$ cat config.mk
export PLATFORM = sky130hd
export DESIGN_NAME = gpr_file
export DESIGN_NICKNAME = d
export VERILOG_FILES = /design/src/rtl/gpr_pkg.sv /design/src/rtl/gpr_write_decode.sv /design/src/rtl/gpr_data_bank.sv /design/src/rtl/gpr_ptr_bank.sv /design/src/rtl/gpr_read_port.sv /design/src/rtl/gpr_ip_unit.sv /design/src/rtl/gpr_file.sv
export SDC_FILE = /design/constraint.sdc
export NUM_CORES = 1
export LEC_CHECK = 0
export ABC_CLOCK_PERIOD_IN_PS = 13050
export CAP_MARGIN = 10
export CORE_MARGIN = 4
export CORE_UTILIZATION = 40
export DETAILED_ROUTE_END_ITERATION = 8
export PLACE_DENSITY_LB_ADDON = 0.05
export SYNTH_ARGS = -nofsm -noshare
export SYNTH_HDL_FRONTEND = slang
export SYNTH_HIERARCHICAL = 1
export SYNTH_SLANG_ARGS = --single-unit
$ cat constraint.sdc
create_clock -name clk -period 13.05 [get_ports clk]
set_input_delay 2.61 -clock clk [delete_from_list [all_inputs] [get_ports clk]]
set_output_delay 2.61 -clock clk [all_outputs]
set_load 0.02 [all_outputs]
$ cat src/rtl/gpr_pkg.sv
package gpr_pkg;
  localparam int unsigned WORD_W   = 16;
  localparam int unsigned BYTE_W   = WORD_W / 2;
  localparam int unsigned NUM_DATA = 4;
  localparam int unsigned NUM_PTR  = 4;
  localparam int unsigned IDX_W    = $clog2(NUM_DATA);
  localparam int unsigned SEL_W    = IDX_W + 1;
  localparam int unsigned NUM_RD   = 2;

  typedef logic [WORD_W-1:0] word_t;
  typedef logic [BYTE_W-1:0] half_t;
endpackage

$ cat src/rtl/gpr_write_decode.sv
module gpr_write_decode
  import gpr_pkg::*;
(
  input  logic                wr_en,
  input  logic [SEL_W-1:0]    wr_sel,
  input  logic                wr_word,
  input  logic [WORD_W-1:0]   wr_data,
  output logic [NUM_DATA-1:0] lo_we,
  output logic [NUM_DATA-1:0] hi_we,
  output logic [NUM_PTR-1:0]  ptr_we,
  output logic [BYTE_W-1:0]   lo_val,
  output logic [BYTE_W-1:0]   hi_val,
  output logic [WORD_W-1:0]   ptr_val
);
  logic [IDX_W-1:0] idx;
  logic             upper;

  assign idx   = wr_sel[IDX_W-1:0];
  assign upper = wr_sel[SEL_W-1];

  always_comb begin
    lo_we   = '0;
    hi_we   = '0;
    ptr_we  = '0;
    lo_val  = wr_data[BYTE_W-1:0];
    hi_val  = wr_data[WORD_W-1:BYTE_W];
    ptr_val = wr_data;
    if (wr_en) begin
      if (wr_word) begin
        if (upper) begin
          ptr_we[idx] = 1'b1;
        end else begin
          lo_we[idx] = 1'b1;
          hi_we[idx] = 1'b1;
        end
      end else begin
        // byte codes address data halves only; upper bit picks the half
        if (upper) begin
          hi_we[idx] = 1'b1;
          hi_val     = wr_data[BYTE_W-1:0];
        end else begin
          lo_we[idx] = 1'b1;
        end
      end
    end
  end
endmodule

$ cat src/rtl/gpr_data_bank.sv
module gpr_data_bank
  import gpr_pkg::*;
(
  input  logic                           clk,
  input  logic                           rst_n,
  input  logic [NUM_DATA-1:0]            lo_we,
  input  logic [NUM_DATA-1:0]            hi_we,
  input  logic [BYTE_W-1:0]              lo_val,
  input  logic [BYTE_W-1:0]              hi_val,
  output logic [NUM_DATA-1:0][WORD_W-1:0] regs
);
  genvar g;
  generate
    for (g = 0; g < NUM_DATA; g++) begin : g_reg
      logic [BYTE_W-1:0] lo_q, lo_d;
      logic [BYTE_W-1:0] hi_q, hi_d;

      always_comb begin
        lo_d = lo_q;
        hi_d = hi_q;
        if (lo_we[g]) lo_d = lo_val;
        if (hi_we[g]) hi_d = hi_val;
      end

      always_ff @(posedge clk or negedge rst_n) begin
        if (!rst_n) begin
          lo_q <= '0;
        end else if (lo_we[g]) begin
          lo_q <= lo_d;
        end
      end

      always_ff @(posedge clk or negedge rst_n) begin
        if (!rst_n) begin
          hi_q <= '0;
        end else if (hi_we[g]) begin
          hi_q <= hi_d;
        end
      end

      assign regs[g] = {hi_q, lo_q};
    end
  endgenerate
endmodule

$ cat src/rtl/gpr_ptr_bank.sv
module gpr_ptr_bank
  import gpr_pkg::*;
(
  input  logic                          clk,
  input  logic                          rst_n,
  input  logic [NUM_PTR-1:0]            ptr_we,
  input  logic [WORD_W-1:0]             ptr_val,
  output logic [NUM_PTR-1:0][WORD_W-1:0] regs
);
  genvar g;
  generate
    for (g = 0; g < NUM_PTR; g++) begin : g_reg
      logic [WORD_W-1:0] q, d;

      always_comb begin
        d = q;
        if (ptr_we[g]) d = ptr_val;
      end

      always_ff @(posedge clk or negedge rst_n) begin
        if (!rst_n) begin
          q <= '0;
        end else if (ptr_we[g]) begin
          q <= d;
        end
      end

      assign regs[g] = q;
    end
  endgenerate
endmodule

$ cat src/rtl/gpr_read_port.sv
module gpr_read_port
  import gpr_pkg::*;
(
  input  logic [NUM_DATA-1:0][WORD_W-1:0] data_regs,
  input  logic [NUM_PTR-1:0][WORD_W-1:0]  ptr_regs,
  input  logic [SEL_W-1:0]                sel,
  input  logic                            word,
  output logic [WORD_W-1:0]               value
);
  logic [IDX_W-1:0]  idx;
  logic              upper;
  logic [WORD_W-1:0] dreg;

  assign idx   = sel[IDX_W-1:0];
  assign upper = sel[SEL_W-1];
  assign dreg  = data_regs[idx];

  always_comb begin
    if (word) begin
      value = upper ? ptr_regs[idx] : dreg;
    end else if (upper) begin
      value = {{(WORD_W-BYTE_W){1'b0}}, dreg[WORD_W-1:BYTE_W]};
    end else begin
      value = {{(WORD_W-BYTE_W){1'b0}}, dreg[BYTE_W-1:0]};
    end
  end
endmodule

$ cat src/rtl/gpr_ip_unit.sv
module gpr_ip_unit
  import gpr_pkg::*;
#(
  parameter int unsigned ADV_W = 3
) (
  input  logic              clk,
  input  logic              rst_n,
  input  logic              load,
  input  logic [WORD_W-1:0] load_val,
  input  logic              adv,
  input  logic [ADV_W-1:0]  adv_amt,
  output logic [WORD_W-1:0] ip
);
  logic [WORD_W-1:0] ip_q, ip_d;
  logic              ip_en;

  assign ip_en = load | adv;

  always_comb begin
    ip_d = ip_q;
    if (load) begin
      ip_d = load_val;
    end else if (adv) begin
      ip_d = ip_q + WORD_W'(adv_amt);
    end
  end

  always_ff @(posedge clk or negedge rst_n) begin
    if (!rst_n) begin
      ip_q <= '0;
    end else if (ip_en) begin
      ip_q <= ip_d;
    end
  end

  assign ip = ip_q;
endmodule

$ cat src/rtl/gpr_file.sv
module gpr_file
  import gpr_pkg::*;
#(
  parameter int unsigned ADV_W = 3
) (
  input  logic                        clk,
  input  logic                        rst_n,
  input  logic                        wr_en,
  input  logic [SEL_W-1:0]            wr_sel,
  input  logic                        wr_word,
  input  logic [WORD_W-1:0]           wr_data,
  input  logic [SEL_W-1:0]            rd_a_sel,
  input  logic                        rd_a_word,
  output logic [WORD_W-1:0]           rd_a_data,
  input  logic [SEL_W-1:0]            rd_b_sel,
  input  logic                        rd_b_word,
  output logic [WORD_W-1:0]           rd_b_data,
  output logic [NUM_PTR*WORD_W-1:0]   ptr_offsets,
  input  logic                        ip_load,
  input  logic [WORD_W-1:0]           ip_load_val,
  input  logic                        ip_adv,
  input  logic [ADV_W-1:0]            ip_adv_amt,
  output logic [WORD_W-1:0]           ip_value
);
  localparam int unsigned SYNC_STAGES = 2;

  logic [SYNC_STAGES-1:0] rst_pipe;
  logic                   rst_sync_n;

  always_ff @(posedge clk or negedge rst_n) begin
    if (!rst_n) begin
      rst_pipe <= '0;
    end else begin
      rst_pipe <= {rst_pipe[SYNC_STAGES-2:0], 1'b1};
    end
  end
  assign rst_sync_n = rst_pipe[SYNC_STAGES-1];

  logic [NUM_DATA-1:0]             lo_we, hi_we;
  logic [NUM_PTR-1:0]              ptr_we;
  logic [BYTE_W-1:0]               lo_val, hi_val;
  logic [WORD_W-1:0]               ptr_val;
  logic [NUM_DATA-1:0][WORD_W-1:0] data_regs;
  logic [NUM_PTR-1:0][WORD_W-1:0]  ptr_regs;

  gpr_write_decode u_wdec (
    .wr_en   (wr_en),
    .wr_sel  (wr_sel),
    .wr_word (wr_word),
    .wr_data (wr_data),
    .lo_we   (lo_we),
    .hi_we   (hi_we),
    .ptr_we  (ptr_we),
    .lo_val  (lo_val),
    .hi_val  (hi_val),
    .ptr_val (ptr_val)
  );

  gpr_data_bank u_data (
    .clk    (clk),
    .rst_n  (rst_sync_n),
    .lo_we  (lo_we),
    .hi_we  (hi_we),
    .lo_val (lo_val),
    .hi_val (hi_val),
    .regs   (data_regs)
  );

  gpr_ptr_bank u_ptr (
    .clk     (clk),
    .rst_n   (rst_sync_n),
    .ptr_we  (ptr_we),
    .ptr_val (ptr_val),
    .regs    (ptr_regs)
  );

  logic [NUM_RD-1:0][SEL_W-1:0]  rd_sel;
  logic [NUM_RD-1:0]             rd_word;
  logic [NUM_RD-1:0][WORD_W-1:0] rd_val;

  assign rd_sel  = {rd_b_sel, rd_a_sel};
  assign rd_word = {rd_b_word, rd_a_word};

  genvar p;
  generate
    for (p = 0; p < NUM_RD; p++) begin : g_rd
      gpr_read_port u_rp (
        .data_regs (data_regs),
        .ptr_regs  (ptr_regs),
        .sel       (rd_sel[p]),
        .word      (rd_word[p]),
        .value     (rd_val[p])
      );
    end
  endgenerate

  assign rd_a_data   = rd_val[0];
  assign rd_b_data   = rd_val[1];
  assign ptr_offsets = ptr_regs;

  gpr_ip_unit #(.ADV_W(ADV_W)) u_ip (
    .clk      (clk),
    .rst_n    (rst_sync_n),
    .load     (ip_load),
    .load_val (ip_load_val),
    .adv      (ip_adv),
    .adv_amt  (ip_adv_amt),
    .ip       (ip_value)
  );
endmodule

# [Yosys cells after proc, flatten, opt, wreduce, memory -nomap -nowiden]
# Index checks and enable logic that the tools add are counted.
[op_classes] n_addsub=1 n_mul=0 div=0 n_lt_le_gt_ge=4 eq_ne=0 shift=0 n_mux=28 bitwise_logic=1 n_reduce_logical=3
[ops] cell="16-bit two-way mux" n=10
[ops] cell="16-bit binary-select mux with 2-bit select" n=4
[ops] cell="8-bit two-way mux" n=5
[ops] cell="4-bit two-way mux" n=7
[ops] cell="16-bit by 3-bit adder with 16-bit output" n=1
[ops] cell="2-bit by 3-bit less-than comparator with 1-bit output (second input constant)" n=3
[ops] cell="1-bit demux with 2-bit select" n=1
[ops] cell="2-bit by 1-bit greater-or-equal comparator with 1-bit output (second input constant)" n=1
[ops] cell="2-bit AND reduction" n=1
[ops] cell="2-bit nonzero test" n=1
[ops] cell="1-bit logical AND" n=1
[ops] cell="1-bit two-way mux" n=1
[ops] cell="1-bit bitwise OR" n=1
[word_totals] register_bits=146 latchBits=0 mem_bits_rw=0 mem_bits_ro=0 in_bits=52 out_inout_bits=112 word_cells=51 mem_count=0

# [Logic depth before layout (Yosys ltp)]
# Gate-level depths: netlist of the first run.
[logic_depth] depth_word=7 depth_mapped=6 mapped_depth_nobuf=6

# [Hierarchy]
# The synthesis of the first run kept the hierarchy.
[modules_own_cells] mod="gpr_data_bank" instances=1 cells_per_inst=136 area_each_um2=2652.5 seq_area_each_um2=1601.5
[modules_own_cells] mod="gpr_ptr_bank" instances=1 cells_per_inst=136 area_each_um2=2597.5 seq_area_each_um2=1601.5
[modules_own_cells] mod="gpr_read_port" instances=2 cells_per_inst=123 area_each_um2=1266.2 seq_area_each_um2=0.0
[modules_own_cells] mod="gpr_ip_unit" instances=1 cells_per_inst=102 area_each_um2=1009.7 seq_area_each_um2=400.4
[modules_own_cells] mod="gpr_write_decode" instances=1 cells_per_inst=55 area_each_um2=415.4 seq_area_each_um2=0.0
[modules_own_cells] mod="gpr_file" instances=1 cells_per_inst=3 area_each_um2=53.8 seq_area_each_um2=50.0

# [Least setup slack after synthesis of the first run]
# OpenSTA, ideal clock, no wires.
[synth_path] path_kind="input-to-output" start="input rd_a_sel[2]" end="output rd_a_data[11]" t_arrival_ps=3810 required_ps=10440 path_slack_ps=6630 cell_stages=4 n_path_buf=2 path_cell_list="clkbuf_1 clkbuf_1 mux4_2 nor2b_1"
[synth_between] elab_chain_len=2
[synth_lines] element="from (decl)" line_no="gpr_file.sv:12" text="input logic [SEL_W-1:0] rd_a_sel,"
[synth_lines] element="16-bit two-way mux" line_no="gpr_read_port.sv:20" text="value = upper ? ptr_regs[idx] : dreg;"
[synth_lines] element="16-bit two-way mux" line_no="gpr_read_port.sv:19" text="if (word) begin"
[synth_lines] element="to (decl)" line_no="gpr_file.sv:14" text="output logic [WORD_W-1:0] rd_a_data,"
# No other way between the ends.

# [Worst setup path in the final report of the first run]
[layout_path] start="input rd_a_sel[1]" end="output rd_a_data[11]"
[layout_between] elab_chain_len=4 word_cells_on_any_way=6 classes_between="mux (6)"
[layout_lines] element="16-bit binary-select mux with 2-bit select (on tied branches)" line_no="gpr_read_port.sv:16, gpr_read_port.sv:20"
[layout_lines] element="16-bit two-way mux (on tied branches)" line_no="gpr_read_port.sv:16, gpr_read_port.sv:20"
[layout_lines] element="16-bit two-way mux *" line_no="gpr_read_port.sv:20"
[layout_lines] element="16-bit two-way mux *" line_no="gpr_read_port.sv:19"
# Mark *: on every way between the ends. The rest lies on a longest branch, timed or not. The select of a mux whose other input is x is not followed.

==> impl_metrics.csv, run 1 <==
group,metric,value,unit
flow_run,drv_cap,0,
timing,rsz0062_at_grt,"no",
timing,slew_viol_final,0,
synth,yosys_warnings,6,
synth,yosys.area.top_type,"dfrtp_1",
pwr,totalPowerFinal,1.84,mW
worst_hold_path,min_to,"rst_pipe[1]$_DFF_PN0_",
synth,syn_avg_cell_area,13.7,µm²
floorplan,coreArea,0.0227,mm²
placement,gp_congestion,0.840,
global_route,grt-ovfl-total,0,
synth,ys_types,44,
global_route,grt_pass1_vias,6730,
synth,muxShareOfSynthArea,0.397,
timing,final.setup.worst_slack,5.24,ns
cts,clock_sink_count,146,
drt,vias,6254,
timing,post-route-period-util,0.599,
floorplan,io_pins,164,
drt,drt_iter0_drc,426,
synth,synthSimpleGateAreaFrac,0.0655,
worst_hold_path,min_delay_path_depth,0,
synth,syn-instance-count,678,
placement,pre_cts_slack,5.23,ns
cts,cts_resized,0,
drt,drc,0,
cells_and_area,diodes,0,
cts,clockRootBuffer,"clkbuf_16",
drt,drt-pass1-iter-count,5,
pwr,p_clk_frac,0.282,
pwr,swShare,0.334,
synth,async_flop_share,1.00,
cells_and_area,final_cell_mix,"clkdlybuf4s50_1 (161), dfrtp_1 (145), mux2_4 (104)",
cts,clkTransAtPathRegs,0.07,ns
setup_path,timing.rr.start,"u_ip/ip[0]$_DFFE_PN0P_",
pwr,p_int,1.23,mW
setup_path,arrival,5.20,ns
pwr,ir_worst_vdd,72.2,µV
synth,yosysSeqAreaShare,0.394,
setup_path,reg2reg_slack,10.97,ns
timing,worst_pin_slew,1.08,ns
synth,synth_top_family_by_area,"multiplexers",
global_route,antenna_found_initial,0,
timing,slew_headroom,0.280,
timing,fin_worst_skew,0.0118,ns
setup_path,r2r-end,"u_ip/ip[14]$_DFFE_PN0P_",
cells_and_area,syn_to_final_growth,22.9,%
floorplan,start_util,0.408,
pwr,power_leakage,4.80,nW
worst_hold_path,worstHoldStart,"rst_pipe[0]$_DFF_PN0_",
pwr,combPwrFrac,0.356,
synth,synth-seq-cells,146,
timing,fin_tns_setup,0,ns
setup_path,cp_max_fo,56,
run_status,status,"finished clean",
synth,synth_top_area_frac,0.394,
floorplan,die-area,0.0257,mm²
setup_path,start_kind,"input pin",
placement,place_area,0.0108,mm²
drt,routed_wl,28400,µm
timing,finalCriticalPeriod,7.81,ns
synth,syn_nets,734,
synth,ys.flop_type,"dfrtp_1",
floorplan,die_h,160,µm
synth,ys_top_cells_by_area,"dfrtp_1 (39%), mux2_4 (17%), mux2i_1 (11%), mux4_2 (7.8%), mux2_2 (4.3%)",
setup_path,worstSetupEndpointType,"output port",
placement,io_buffers,163,
cells_and_area,layout_commonest_cell,"clkdlybuf4s50_1",
timing,holdWs,0.358,ns
synth,synth-edff-count,0,
setup_path,cp.required,10.44,ns
floorplan,row_count,55,
setup_path,crit_type,"in2out",
synth,synthXorXnorAreaFrac,0.0113,
cts,cts_tree,"yes",
global_route,grt_use_total,0.220,
floorplan,die_w,160,µm
drt,wl_per_cell,25.8,µm
timing,hold_viol_final,0,
pwr,p_per_area,162,mW/mm²
global_route,grt_pass1_wl,43000,µm
timing,max_freq,128,MHz
pwr,p_sw,0.615,mW
cts,insertion_delay,0.42,ns
timing,finalSetupViolCount,0,
cts,cts_setup_buffers,0,
setup_path,ff2ff_path_depth,6,
cts,htree_num_levels,4,
drt,drtAntennaViolNets,0,
cts,cts-buffers-inserted,17,
cts,clock_path_buffers,2,
pwr,p_seq_frac,0.362,
synth,synth-compound-area-share,0.0538,
cts,holdBufCountCts,0,
cells_and_area,drive_gt1_frac,0.290,
cells_and_area,final_nets,856,
worst_hold_path,min_path_type,"reg2reg",
cells_and_area,finalInstanceArea,0.0114,mm²
drt,via_per_inst,5.70,
synth,synthesis.area,0.00926,mm²
placement,dp_hpwl,19900,µm
global_route,grt_max_degree,82,
synth,synth_fa_ha_area_frac,0.00621,
## Yosys cell counts (all sizes together), types with 3 or more instances
cell type	count
dfrtp	146
mux2	139
mux2i	100
buf	61
nor2b	38
a22oi	32
mux4	32
nand2	18
a31o	16
clkbuf	15
o21ai	14
nor2	10
xnor2	9
nor3	7
nor4	6
nand3	5
nand4	4
nor4b	4
ha	3
xor2	3
## registers in the layout (all words and copies together) (netlist names)
name / cells
u_ptr/g.q: 64
u_data/g.hi_q: 32
u_data/g.lo_q: 32
u_ip/ip: 16
rst_pipe: 2
## power by group through the flow
stage | clock [mW] | sequential, mW | combinational, mW
finish | 0.519 | 0.667 | 0.656
global route | 0.544 | 0.687 | 0.689
CTS | 0.530 | 0.668 | 0.659
detailed placement | 0 | 0.674 | 0.657
global placement | 0 | 0.666 | 0.655
floorplan | 0 | 0.707 | 0.350
## area by class of cell
cell class / count / area, µm²
Fill cell: 1982 / 11300
Inverter: 2 / 7.51
Tap cell: 285 / 357
Timing Repair Buffer: 179 / 1750
Clock buffer: 18 / 439
Clock inverter: 14 / 175
Multi-Input combinational cell: 454 / 5000
Sequential cell: 146 / 3660
## per-layer routing
metal  up-vias  GRT usage  wire length (µm)
li1       2752          -                 -
met1      3216      0.292             12400
met2       244      0.362             13800
met5         -          0                 0
met4         0     0.0708               722
met3        42     0.0454              1490
## worst max path at each step
stage                 from            end  slack (ns)  depth (start not counted)
2_1_floorplan  rd_a_sel[2]  rd_a_data[11]        6.63                          4
5_1_grt        rd_a_sel[1]  rd_a_data[11]        5.15                          6
3_3_place_gp   rd_a_sel[1]  rd_a_data[14]        5.22                          6
4_1_cts        rd_a_sel[1]  rd_a_data[11]        5.23                          6
6_report       rd_a_sel[1]  rd_a_data[11]        5.24                          6
3_5_place_dp   rd_a_sel[1]  rd_a_data[11]        5.23                          6
## cell families after synthesis
kind of cell / Yosys count
muxes: 271
DFF: 146
and+or+nand+nor: 100
buffers and inverters: 78
AOI/OAI and AO/OA: 66
xor gates and xnor gates: 12
adders and majority gates: 4
other: 1
## through the flow
stage | util | std cells
after floorplan | - | 678
after global placement | 0.474 | 1065
after detailed placement | 0.474 | 1065
after CTS | 0.501 | 1097
after global routing | 0.501 | 1098
final | 0.501 | 1098
## critical path, stage by stage
cell and delay (ns):
buf_2 0.07, buf_4 0.74, mux2i_1 0.35, mux4_2 0.53, nor2b_1 0.21, clkdlybuf4s50_1 0.64
No activity file was read; power rests on OpenSTA's default activity.
==> run 2: changes to the inputs <==
- ABC_CLOCK_PERIOD_IN_PS: 13050 -> 6300
- clock period: 13.05 -> 6.3 ns (I/O delays scaled with it)
==> impl_metrics.csv, run 2 (synthesis results as in run 1) <==
group,metric,value,unit
pwr,p_per_area,342,mW/mm²
cts,clockRootBuffer,"clkbuf_16",
cells_and_area,fin_cells,1098,
floorplan,die_w,160,µm
worst_hold_path,min_path_type,"reg2async",
cells_and_area,layout_top_registers,"u_ptr/g.q (64), u_data/g.hi_q (32), u_data/g.lo_q (32)",
setup_path,arrival,3.98,ns
setup_path,crit_type,"in2out",
setup_path,worstSetupEndpointType,"output port",
cts,holdBufCountCts,0,
floorplan,row_count,55,
pwr,p_int,2.68,mW
cells_and_area,finalInstanceArea,0.0115,mm²
global_route,grt_use_total,0.215,
setup_path,cp_max_fo,8,
pwr,p_clk_frac,0.305,
timing,rsz0062_at_grt,"no",
cts,clkTransAtPathRegs,0.06,ns
placement,place_area,0.0108,mm²
drt,via_per_inst,5.61,
cells_and_area,diodes,0,
timing,finalSetupViolCount,0,
cts,insertion_delay,0.43,ns
cells_and_area,layout_commonest_cell,"clkdlybuf4s50_1",
placement,dp_hpwl,19500,µm
floorplan,io_pins,164,
placement,io_buffers,163,
timing,slew_headroom,0.145,
drt,drt_iter0_drc,390,
timing,post-route-period-util,0.832,
timing,fin_tns_setup,0,ns
pwr,ir_worst_vdd,164,µV
setup_path,start_kind,"input pin",
timing,max_freq,191,MHz
run_status,status,"finished clean",
timing,slew_viol_final,0,
setup_path,critPathMaxStageDelay,0.72,ns
global_route,grt_pass1_wl,41900,µm
cells_and_area,nFillCells,1967,
cells_and_area,final_nets,856,
setup_path,critPathMostFrequentCell,"clkdlybuf4s50_1",
cts,cts_resized,0,
cts,clock_sink_count,146,
pwr,power_leakage,4.84,nW
cells_and_area,final_cell_mix,"clkdlybuf4s50_1 (161), dfrtp_1 (145), mux2_4 (104)",
cts,cts_tree,"yes",
global_route,grt-ovfl-total,0,
global_route,grt_pass1_vias,6563,
drt,drc,0,
drt,drtAntennaViolNets,0,
cts,cts_setup_buffers,0,
floorplan,die_h,160,µm
floorplan,start_util,0.408,
drt,routed_wl,27500,µm
placement,gp_congestion,0.836,
global_route,grt_max_degree,57,
cts,cts-buffers-inserted,17,
pwr,combPwrFrac,0.345,
global_route,antenna_found_initial,0,
drt,vias,6157,
timing,fin_worst_skew,0.0105,ns
cells_and_area,syn_to_final_growth,24.0,%
setup_path,worstPathCellList,"clkdlybuf4s50_1, buf_4, nor2b_1, a22oi_1, a31o_1, clkdlybuf4s50_1",
drt,drt-pass1-iter-count,4,
cells_and_area,largest_reg_flops,64,
drt,wl_per_cell,25.0,µm
floorplan,die-area,0.0257,mm²
cells_and_area,top_register,"u_ptr/g.q",
timing,holdWs,0.303,ns
setup_path,cp_slowest_cell,"clkdlybuf4s50_1",
pwr,p_seq_frac,0.350,
setup_path,ff2ff_path_depth,2,
pwr,swShare,0.317,
cells_and_area,drive_gt1_frac,0.289,
cts,clock_path_buffers,2,
timing,finalCriticalPeriod,5.24,ns
cts,htree_num_levels,4,
placement,dp_cells,1065,
timing,hold_viol_final,0,
flow_run,drv_cap,0,
setup_path,cp.required,5.04,ns
timing,worst_pin_slew,1.28,ns
pwr,p_sw,1.24,mW
floorplan,coreArea,0.0227,mm²
run 2: cell count changes in the layout (fill, tap and decap cells not counted):
| cell | previous run | this run |
|---|---|---|
| inv_6 | 4 | 3 |
| clkinv_4 | 2 | 0 |
| clkbuf_1 | 0 | 1 |
| buf_12 | 0 | 2 |
| bufinv_16 | 3 | 6 |
| clkinvlp_4 | 3 | 2 |
| buf_4 | 15 | 13 |
| clkbuf_8 | 1 | 3 |
| clkinv_2 | 2 | 0 |
run 2: final cells by class:
| cell class | instances | area (µm²) | area share |
|---|---|---|---|
| Multi-Input combinational cell | 454 | 5000 | 0.436 |
| Sequential cell | 146 | 3660 | 0.318 |
| Timing Repair Buffer | 179 | 1770 | 0.154 |
| Clock buffer | 21 | 470 | 0.0410 |
| Tap cell | 285 | 357 | 0.0310 |
| Clock inverter | 11 | 221 | 0.0193 |
| Inverter | 2 | 7.51 | 0.000654 |
run 2: worst paths after layout:
kind	start	to	slack, ns
setup / recovery	rd_b_sel[0]	rd_b_data[0]	1.06
hold / removal	rst_pipe[1]$_DFF_PN0_	u_ptr/g_reg[3].q[3]$_DFFE_PN0P_	0.30
setup reg to reg	rst_pipe[1]$_DFF_PN0_	u_data/g_reg[1].hi_q[2]$_DFFE_PN0P_	4.12
hold reg to reg	rst_pipe[1]$_DFF_PN0_	u_ptr/g_reg[3].q[3]$_DFFE_PN0P_	0.30
max in group asynchronous	rst_pipe[1]$_DFF_PN0_	u_data/g_reg[1].hi_q[2]$_DFFE_PN0P_	4.12
min in group clk	rst_pipe[0]$_DFF_PN0_	rst_pipe[1]$_DFF_PN0_	0.35
run 2: per-layer routing:
layer | vias to the layer above | global-route usage | part of all wire
met2 | 181 | 0.348 | 0.48
met5 | - | 0 | 0
li1 | 2745 | - | -
met3 | 33 | 0.0477 | 0.053
met4 | 0 | 0.0751 | 0.023
met1 | 3198 | 0.286 | 0.44
run 2: worst max-delay path: cells and delay by family:
family	cells	cell delay, ns
simple gates	1	0.60
compound gates	2	0.52
buf+inv	3	1.60
run 2: stage by stage:
stage | utilization | setup slack, ns | power, mW
6_report | 0.506 | 1.06 | 3.93
5_1_grt | 0.506 | 0.901 | 4.09
4_1_cts | 0.505 | 1.04 | 3.95
3_5_place_dp | 0.475 | 1.06 | 2.74
3_3_place_gp | 0.475 | 1.04 | 2.72
2_1_floorplan | - | 1.93 | 2.19
run 2: power groups by stage:
stage	Clock [mW]	Sequential [mW]	Combinational (mW)
after floorplan	0	1.46	0.724
after global placement	0	1.37	1.35
after detailed placement	0	1.39	1.36
after CTS	1.22	1.37	1.36
after global routing	1.26	1.41	1.42
final	1.20	1.37	1.36
